### src/rtl/pgload_pkg.sv
package pgload_pkg;
  localparam int NIB_W = 4;
  localparam logic [NIB_W-1:0] FW_WRITE_CODE = 4'b1110;

  typedef enum logic [2:0] {
    HS_IDLE,
    HS_START,
    HS_ADDR,
    HS_SIZE,
    HS_DATA
  } hdr_st_e;
endpackage

### src/rtl/pgload_hdr.sv
module pgload_hdr
  import pgload_pkg::*;
#(
  parameter int ADDR_NIBS = 7,
  parameter int ROW_LO    = 7,
  parameter int ROW_HI    = 20,
  localparam int ROW_W    = ROW_HI - ROW_LO + 1,
  localparam int ADDR_W   = NIB_W * ADDR_NIBS,
  localparam int CNT_W    = $clog2(ADDR_NIBS)
) (
  input  logic             clk,
  input  logic             rst,
  input  logic             frame_n,
  input  logic [NIB_W-1:0] nib,
  input  logic [NIB_W-1:0] strap_id,
  input  logic             mode_i,
  input  logic             page_done,
  output logic             data_act,
  output logic [ROW_W-1:0] row_q
);

  hdr_st_e          st;
  logic [NIB_W-1:0] start_q;
  logic [CNT_W-1:0] acnt;
  logic             addr_go;
  logic [ROW_W-1:0] row_nx;

  always_ff @(posedge clk) begin
    if (rst) begin
      st      <= HS_IDLE;
      start_q <= '0;
      acnt    <= '0;
    end else if (!frame_n) begin
      // every low clock overwrites: the final one wins
      st      <= HS_START;
      start_q <= nib;
      acnt    <= '0;
    end else begin
      unique case (st)
        HS_START: st <= (start_q == FW_WRITE_CODE && nib == strap_id && mode_i)
                        ? HS_ADDR : HS_IDLE;
        HS_ADDR: begin
          if (acnt == CNT_W'(ADDR_NIBS - 1)) begin
            st   <= HS_SIZE;
            acnt <= '0;
          end else begin
            acnt <= acnt + 1'b1;
          end
        end
        HS_SIZE: st <= HS_DATA;
        HS_DATA: if (page_done) st <= HS_IDLE;
        default: st <= HS_IDLE;
      endcase
    end
  end

  assign addr_go  = frame_n && (st == HS_ADDR);
  assign data_act = frame_n && (st == HS_DATA);

  // each row bit is loaded straight from the nibble slot that carries it
  for (genvar j = 0; j < ROW_W; j++) begin : g_row
    localparam int ABIT = ROW_LO + j;
    localparam int SLOT = (ADDR_W - 1 - ABIT) / NIB_W;
    localparam int POS  = ABIT % NIB_W;
    assign row_nx[j] = (addr_go && acnt == CNT_W'(SLOT)) ? nib[POS] : row_q[j];
  end

  always_ff @(posedge clk) begin
    if (rst) row_q <= '0;
    else     row_q <= row_nx;
  end

endmodule

### src/rtl/pgload_asm.sv
module pgload_asm
  import pgload_pkg::*;
#(
  parameter int PAGE_BYTES = 128,
  parameter int BLK_BYTES  = 16,
  localparam int IDX_W     = $clog2(PAGE_BYTES),
  localparam int BLK_W     = $clog2(BLK_BYTES),
  localparam int BYTE_W    = 2 * NIB_W
) (
  input  logic              clk,
  input  logic              rst,
  input  logic              clr,
  input  logic              take,
  input  logic [NIB_W-1:0]  nib,
  output logic              wr_o,
  output logic [IDX_W-1:0]  idx_o,
  output logic [BYTE_W-1:0] byte_o,
  output logic              page_done,
  output logic              blk_fill
);

  logic             phase;
  logic [NIB_W-1:0] lo_q;
  logic [IDX_W-1:0] cnt;
  logic             hi_take;

  assign hi_take   = take && phase;
  assign page_done = hi_take && (cnt == IDX_W'(PAGE_BYTES - 1));
  assign blk_fill  = hi_take && (&cnt[BLK_W-1:0]);

  always_ff @(posedge clk) begin
    if (rst) begin
      phase  <= 1'b0;
      lo_q   <= '0;
      cnt    <= '0;
      wr_o   <= 1'b0;
      idx_o  <= '0;
      byte_o <= '0;
    end else begin
      wr_o <= 1'b0;
      if (clr) begin
        phase <= 1'b0;
        cnt   <= '0;
      end else if (take) begin
        if (!phase) begin
          lo_q  <= nib;
          phase <= 1'b1;
        end else begin
          phase  <= 1'b0;
          wr_o   <= 1'b1;
          idx_o  <= cnt;
          byte_o <= {nib, lo_q};
          cnt    <= cnt + 1'b1;
        end
      end
    end
  end

endmodule

### src/rtl/pgload_busy.sv
module pgload_busy #(
  parameter int BUSY_CYC = 8,
  localparam int CW      = $clog2(BUSY_CYC + 1)
) (
  input  logic clk,
  input  logic rst,
  input  logic trig,
  output logic ready_o
);

  logic [CW-1:0] cnt;

  always_ff @(posedge clk) begin
    if (rst) begin
      ready_o <= 1'b1;
      cnt     <= '0;
    end else if (trig) begin
      ready_o <= 1'b0;
      cnt     <= CW'(BUSY_CYC);
    end else if (!ready_o) begin
      if (cnt == CW'(1)) ready_o <= 1'b1;
      cnt <= cnt - 1'b1;
    end
  end

endmodule

### src/rtl/pgload_rx.sv
module pgload_rx
  import pgload_pkg::*;
#(
  parameter int ADDR_NIBS  = 7,
  parameter int ROW_LO     = 7,
  parameter int ROW_HI     = 20,
  parameter int PAGE_BYTES = 128,
  parameter int BLK_BYTES  = 16,
  parameter int BUSY_CYC   = 8,
  localparam int ROW_W     = ROW_HI - ROW_LO + 1,
  localparam int IDX_W     = $clog2(PAGE_BYTES),
  localparam int BLK_W     = $clog2(BLK_BYTES)
) (
  input  logic             clk,
  input  logic             rst,
  input  logic             frame_n,
  input  logic [3:0]       nib_i,
  input  logic             ld_n,
  input  logic             mode_i,
  input  logic [3:0]       strap_id,
  output logic [ROW_W-1:0] row_o,
  output logic [IDX_W-1:0] idx_o,
  output logic [7:0]       byte_o,
  output logic             wr_o,
  output logic             ready_o
);

  logic data_act;
  logic page_done;
  logic blk_fill;
  logic take;

  assign take = data_act && ready_o && !ld_n;

  pgload_hdr #(
    .ADDR_NIBS(ADDR_NIBS),
    .ROW_LO   (ROW_LO),
    .ROW_HI   (ROW_HI)
  ) hdr_i (
    .clk      (clk),
    .rst      (rst),
    .frame_n  (frame_n),
    .nib      (nib_i),
    .strap_id (strap_id),
    .mode_i   (mode_i),
    .page_done(page_done),
    .data_act (data_act),
    .row_q    (row_o)
  );

  pgload_asm #(
    .PAGE_BYTES(PAGE_BYTES),
    .BLK_BYTES (BLK_BYTES)
  ) asm_i (
    .clk      (clk),
    .rst      (rst),
    .clr      (!frame_n),
    .take     (take),
    .nib      (nib_i),
    .wr_o     (wr_o),
    .idx_o    (idx_o),
    .byte_o   (byte_o),
    .page_done(page_done),
    .blk_fill (blk_fill)
  );

  pgload_busy #(
    .BUSY_CYC(BUSY_CYC)
  ) busy_i (
    .clk    (clk),
    .rst    (rst),
    .trig   (blk_fill),
    .ready_o(ready_o)
  );

endmodule

### config.mk
export PLATFORM = sky130hd
export DESIGN_NAME = pgload_rx
export DESIGN_NICKNAME = d
export VERILOG_FILES = /design/src/rtl/pgload_pkg.sv /design/src/rtl/pgload_hdr.sv /design/src/rtl/pgload_asm.sv /design/src/rtl/pgload_busy.sv /design/src/rtl/pgload_rx.sv
export SDC_FILE = /design/constraint.sdc
export NUM_CORES = 1
export LEC_CHECK = 0
export ABC_AREA = 1
export BUFFER_PORTS_ARGS = -buffer_cell sky130_fd_sc_hd__buf_2
export CELL_PAD_IN_SITES_DETAIL_PLACEMENT = 1
export CELL_PAD_IN_SITES_GLOBAL_PLACEMENT = 1
export CORE_MARGIN = 3
export CORE_UTILIZATION = 39
export DETAILED_ROUTE_END_ITERATION = 8
export PLACE_DENSITY_LB_ADDON = 0.1
export SLEW_MARGIN = 25
export SYNTH_ARGS = -nofsm -noshare
export SYNTH_HDL_FRONTEND = slang
export SYNTH_HIERARCHICAL = 1
export SYNTH_SLANG_ARGS = --single-unit
### constraint.sdc
create_clock -name clk -period 1.9 [get_ports clk]
set_input_delay 0.19 -clock clk [delete_from_list [all_inputs] [get_ports clk]]
set_output_delay 0.19 -clock clk [all_outputs]
set_load 0.1 [all_outputs]
# After elaboration in Yosys (flattened, before gate mapping)
# Cells that the tools add are included.
# Widths: inputs -> output; s select.
[totals]
regBits = 57
in_bits = 13
[classes]
n_bitwise = 3
n_eq_ne = 19
muxes = 13
n_reduce_logical = 24
add_sub_neg = 3
[ops]
columns = ["cell", "n"]
rows = [
  ["$logic_and 1x1->1", 14],
  ["$eq 3x2->1 const B", 4],
  ["$eq 3x3->1 const B", 4],
  ["$pmux 3 s4", 1],
  ["$mux 3", 3],
  ["$mux 4", 2],
  ["$add 7x1->7 const B", 1],
  ["$eq 7x7->1 const B", 1],
  ["$eq 3x1->1 const B", 2],
  ["$mux 1", 6],
  ["$ne 3x2->1 const B", 2],
  ["$reduce_and 2->1", 3],
  ["$reduce_and 3->1", 2],
  ["$eq 4x1->1 const B", 1],
  ["$eq 4x4->1", 1],
  ["$eq 4x4->1 const B", 1],
  ["$ne 2x1->1 const B", 2],
  ["$reduce_and 4->1", 1],
  ["$reduce_or 2->1", 2],
  ["$sub 4x1->4 const B", 1],
  ["$add 3x1->3 const B", 1],
  ["$not 1->1", 3],
  ["$reduce_or 3->1", 1],
  ["$mux 2", 1],
  ["2 further kinds", 2],
]

# Longest topological paths before layout
[logic_depth]
depth_word = 9
ltp_mapped = 14
depth_no_buf = 13

# Cells and area by module
# The synthesis kept the hierarchy.
[modules_own_cells]
columns = ["mod", "n_inst", "area_each_um2", "cells_per_inst"]
rows = [
  ["pgload_asm", 1, 1131.1, 148],
  ["pgload_hdr", 1, 1113.6, 161],
  ["pgload_busy", 1, 252.7, 34],
  ["pgload_rx", 1, 13.8, 3],
]

# Least setup slack after synthesis
# No wires, ideal clock.
[synth_timing]
path_kind = "register -> register"
from = "register busy_i.ready_o"
to = "register hdr_i.st[1]"
t_arrival_ps = 2058
slack_ps = -274
required_ps = 1784
path_stages_with_launch = 12
synth_period_minus_slack_ps = 2174
path_cell_list = "dfxtp_1 -> nand2_1 -> nor2_2 -> nand2_4 -> nor2_1 -> nand3_1 -> inv_1 -> inv_1 -> nand4_1 -> nand2_1 -> inv_1 -> a21oi_1"
[synth_between]
elab_chain_len = 6
[synth_lines]
columns = ["element", "line_no", "text"]
rows = [
  ["from (decl)", "pgload_busy.sv:8", "output logic ready_o"],
  ["from (signal assigned)", "pgload_busy.sv:15", "ready_o <= 1'b1;"],
  ["from (signal assigned)", "pgload_busy.sv:18", "ready_o <= 1'b0;"],
  ["from (signal assigned)", "pgload_busy.sv:21", "if (cnt == CW'(1)) ready_o <= 1'b1;"],
  ["$logic_and 1x1->1 (2 in a row)", "pgload_rx.sv:33", "assign take = data_act && ready_o && !ld_n;"],
  ["net take", "pgload_rx.sv:31", "logic take;"],
  ["$logic_and 1x1->1", "pgload_asm.sv:27", "assign hi_take = take && phase;"],
  ["$logic_and 1x1->1", "pgload_asm.sv:28", "assign page_done = hi_take && (cnt == IDX_W'(PAGE_BYTES - 1));"],
  ["net page_done", "pgload_rx.sv:29", "logic page_done;"],
  ["$ne 2x1->1 (no source line)", "--", ""],
  ["$reduce_and 2->1 (no source line)", "--", ""],
  ["to (signal assigned)", "pgload_hdr.sv:40", "HS_START: st <= (start_q == FW_WRITE_CODE && nib == strap_id && mode_i)"],
  ["to (decl)", "pgload_hdr.sv:22", "hdr_st_e st;"],
]
# The timed path passes the listed nets, and every way through them passes these cells.
# A chain may end at the register's enable or synchronous reset.

# Final worst setup path
[layout_timing]
from = "register hdr_i.st[0]"
to = "register hdr_i.st[1]"
[layout_between]
elab_chain_len = 8
[layout_lines]
columns = ["element", "line_no", "text"]
rows = [
  ["$eq 3x3->1", "pgload_hdr.sv:58", "assign data_act = frame_n && (st == HS_DATA);"],
  ["$logic_and 1x1->1", "pgload_hdr.sv:58", ""],
  ["net data_act", "pgload_rx.sv:28", "logic data_act;"],
  ["$logic_and 1x1->1 (2 in a row)", "pgload_rx.sv:33", ""],
  ["net take", "pgload_rx.sv:31", ""],
  ["$logic_and 1x1->1", "pgload_asm.sv:27", ""],
  ["$logic_and 1x1->1", "pgload_asm.sv:28", ""],
  ["net page_done", "pgload_rx.sv:29", ""],
  ["$ne 2x1->1 (no source line)", "--", ""],
  ["$reduce_and 2->1 (no source line)", "--", ""],
]
# The timed path passes the listed nets, and every way through them passes these cells.

==> flow_metrics.py <==
metrics = {
    "outcome": {
        "outcome": "complete, no violations",
    },
    "drt": {
        "antenna_left": 0,
        "post_drt_wl_per_cell_microns": 13.6,
        "wl_met1_microns": 3220,
        "vias": 2334,
        "detail_route.iter0.violations": 85,
        "top_layer_used": "met4",
        "drc": 0,
        "drt_pass1_iterations": 4,
        "routed_wirelength_microns": 6480,
        "viasPerCell": 4.89,
        "routed-wl-met3_microns": 214,
        "wl_met2_microns": 2950,
    },
    "yosys": {
        "synth_area_leaders": "dfxtp_1 45%, nor2_1 12%, nand2_1 8.8%, inv_1 6.7%, a21oi_1 4.2%",
        "syn-instance-count": 346,
        "yosys_warnings": 6,
        "yosys.cell_types.count": 29,
        "synth_adder_area_share": 0.0199,
        "synth_top_area_share": 0.454,
        "ys_seq_area_frac": 0.454,
        "syn_nets": 363,
        "netlist.top_cell.by_area": "dfxtp_1",
        "synth_top_family_by_area": "simple AND/OR/NAND/NOR gates",
        "synth-simple-area-share": 0.303,
        "synth_mux_area_frac": 0,
        "synth_area_sq_mm": 0.00251,
        "syn_area_per_cell_sq_um": 7.26,
        "synth_compound_area_frac": 0.124,
        "yosys_register_bits": 57,
        "synth-xor-area-share": 0,
    },
    "worst_hold_path": {
        "holdPathEnd": "hdr_i/st[0]",
        "min_path_type": "in -> reg",
        "min_from": "frame_n",
        "whs_path_depth": 2,
    },
    "layout": {
        "drive_gt1_frac": 0.226,
        "antenna_cells": 0,
        "layout_commonest_cell": "nor2_1",
        "fill_cells": 786,
        "areaGrowthSynthToFinish_pct": 21.6,
        "final_nets": 415,
        "mostFrequentLayoutCells": "76 x nor2_1, 59 x nand2_1, 54 x dfxtp_1",
    },
    "worst_setup_path": {
        "rr_worst_depth": 12,
        "crit_arrival_ns": 1.97,
        "critPathKind": "reg -> reg",
        "reg2reg_from": "hdr_i/st[0]",
        "cp_max_fo": 4,
        "crit_required_ns": 2.12,
        "cp-startpoint": "hdr_i/st[0]",
        "timing.rr.end": "hdr_i/st[1]",
        "cp-start-kind": "flip-flop",
        "critPathCaptureType": "flip-flop",
        "rrSetupSlack_ns": 0.15,
    },
    "clock_network": {
        "cts_max_level": 3,
        "clockRootBuffer": "clkbuf_8",
        "clockBufferDepth": 2,
        "cts_made_buffers": 9,
        "cts_tree": "built",
        "clock-sinks": 57,
        "clkTransAtPathRegs_ns": 0.06,
        "insertion_delay_ns": 0.33,
    },
    "place": {
        "dp_hpwl_microns": 4670,
        "io_buffers": 43,
        "dp_worst_setup_slack_ns": 0.0732,
        "gp_congestion": 0.797,
    },
    "global_route": {
        "antenna_found_initial": 0,
        "first_global_vias": 2346,
        "grt_util_all_layers": 0.190,
        "grt_pass1_wl_microns": 11200,
        "grt_max_degree": 21,
        "grt-ovfl-total": 0,
    },
    "timing": {
        "slew_headroom": 0.622,
        "hold_viol_final": 0,
        "fin_crit_ns": 1.75,
        "finClkSkew_ns": 0.00863,
        "setup_ws_ns": 0.147,
        "finalCritPeriodShare": 0.923,
        "max_freq_ghz": 0.570,
        "drv_slew": 0,
        "tightest_slew_ns": 0.566,
        "setup_viol": 0,
    },
    "power_and_ir_drop": {
        "total_power_mw": 2.51,
        "p_leak_nw": 1.48,
        "p_per_area_mw_per_mm2": 821,
        "irDropWorstVdd_mv": 0.397,
    },
    "die": {
        "die_height_microns": 86.2,
        "die-width_microns": 86.2,
        "coreArea_sq_mm": 0.00606,
        "std_cell_rows": 28,
        "start_util": 0.414,
        "io-pin-count": 44,
        "dieArea_sq_mm": 0.00744,
    },
    "run": {
        "cap_violations": 0,
    },
}
==> area by class of cell <==
class / instances / area [sq um] / share of cell area
clock buffer: 13 / 179 / 0.0586
tap: 75 / 93.8 / 0.0307
clock inverter: 2 / 35.0 / 0.0115
timing repair buffer: 49 / 273 / 0.0893
multi-input combinational: 232 / 1140 / 0.375
inverter: 49 / 184 / 0.0602
sequential: 57 / 1140 / 0.375
==> synthesized netlist by cell type, drive strengths merged <==
library cell	number
clkbuf	2
dfxtp	57
ha	4
inv	49
nand2	61
o21ai	31
buf	6
nor2	81
and2	1
nor4	1
and3	1
nor3	3
a21oi	25
nand3	21
nand4	2
a211oi	1
==> stage by stage <==
| step | TNS (ns) | hold WS, ns | utilization | cells | instance area (sq um) |
|---|---|---|---|---|---|
| after floorplan | 0 | 0.259 | - | 346 | 2510 |
| after global placement | 0 | 0.429 | 0.463 | 461 | 2810 |
| after detailed placement | 0 | 0.427 | 0.463 | 461 | 2810 |
| after CTS | 0 | 0.0712 | 0.498 | 476 | 3020 |
| after global routing | -0.0465 | 0.0948 | 0.504 | 477 | 3050 |
| final | 0 | 0.0860 | 0.504 | 477 | 3050 |
==> critical path, cell delays in order, from the launching register on <==
cell and delay, ns:
dfxtp_2 0.34, nor4_2 0.27, nand2_1 0.14, nor2_4 0.17
nand2_4 0.09, nor2_4 0.10, nand3_2 0.07, inv_1 0.06
inv_1 0.04, nand4_1 0.16, nand2_1 0.09, inv_1 0.06
a21oi_1 0.05
==> power by group <==
| group | total, mW | internal [mW] | switching [mW] | leakage [nW] |
|---|---|---|---|---|
| logic | 0.0933 | 0.0274 | 0.0659 | 0.910 |
| registers | 1.21 | 1.20 | 0.00467 | 0.460 |
| clock network | 1.21 | 0.740 | 0.468 | 0.112 |
| total | 2.51 | 1.97 | 0.538 | 1.48 |
==> state kept, by name, summed over array words and instances, names as in the netlist <==
name            count
asm_i/byte_o        8
asm_i/cnt           7
asm_i/idx_o         7
asm_i/lo_q          4
asm_i/phase         1
asm_i/wr_o          1
busy_i/cnt          4
busy_i/ready_o      1
hdr_i/acnt          3
hdr_i/row_q        14
hdr_i/st            3
hdr_i/start_q       4
==> worst max path at each step <==
| stage | to | cells after the start |
|---|---|---|
| detailed placement | hdr_i/st[1] | 13 |
| CTS | hdr_i/st[1] | 13 |
| floorplan | hdr_i/st[1] | 11 |
| finish | hdr_i/st[1] | 12 |
| global route | hdr_i/st[1] | 12 |
| global placement | hdr_i/st[1] | 13 |
==> logic make-up (layout without fill, tap and decap cells) <==
group | count (synthesis) | after routing
AO/OA/AOI/OAI | 57 | 57
adder cells (fa/ha/maj) | 4 | 4
buffers and inverters | 57 | 113
flip-flops | 57 | 57
AND/OR/NAND/NOR | 171 | 171
==> per-layer routing <==
metal / GRT usage / up-vias
li1: - / 1193
met1: 0.253 / 1099
met2: 0.300 / 33
met3: 0.0352 / 9
met4: 0.0850 / 0
met5: 0 / -
==> repair_timing <==
item | in CTS | in global routing
setup buffers | 0 | 1
hold endpoints to repair | 0 | 0
gates resized for setup | 0 | 7
setup endpoints to repair | 0 | 9
hold buffers | 0 | 0
Note: power is estimated with default switching activity, not from simulation.
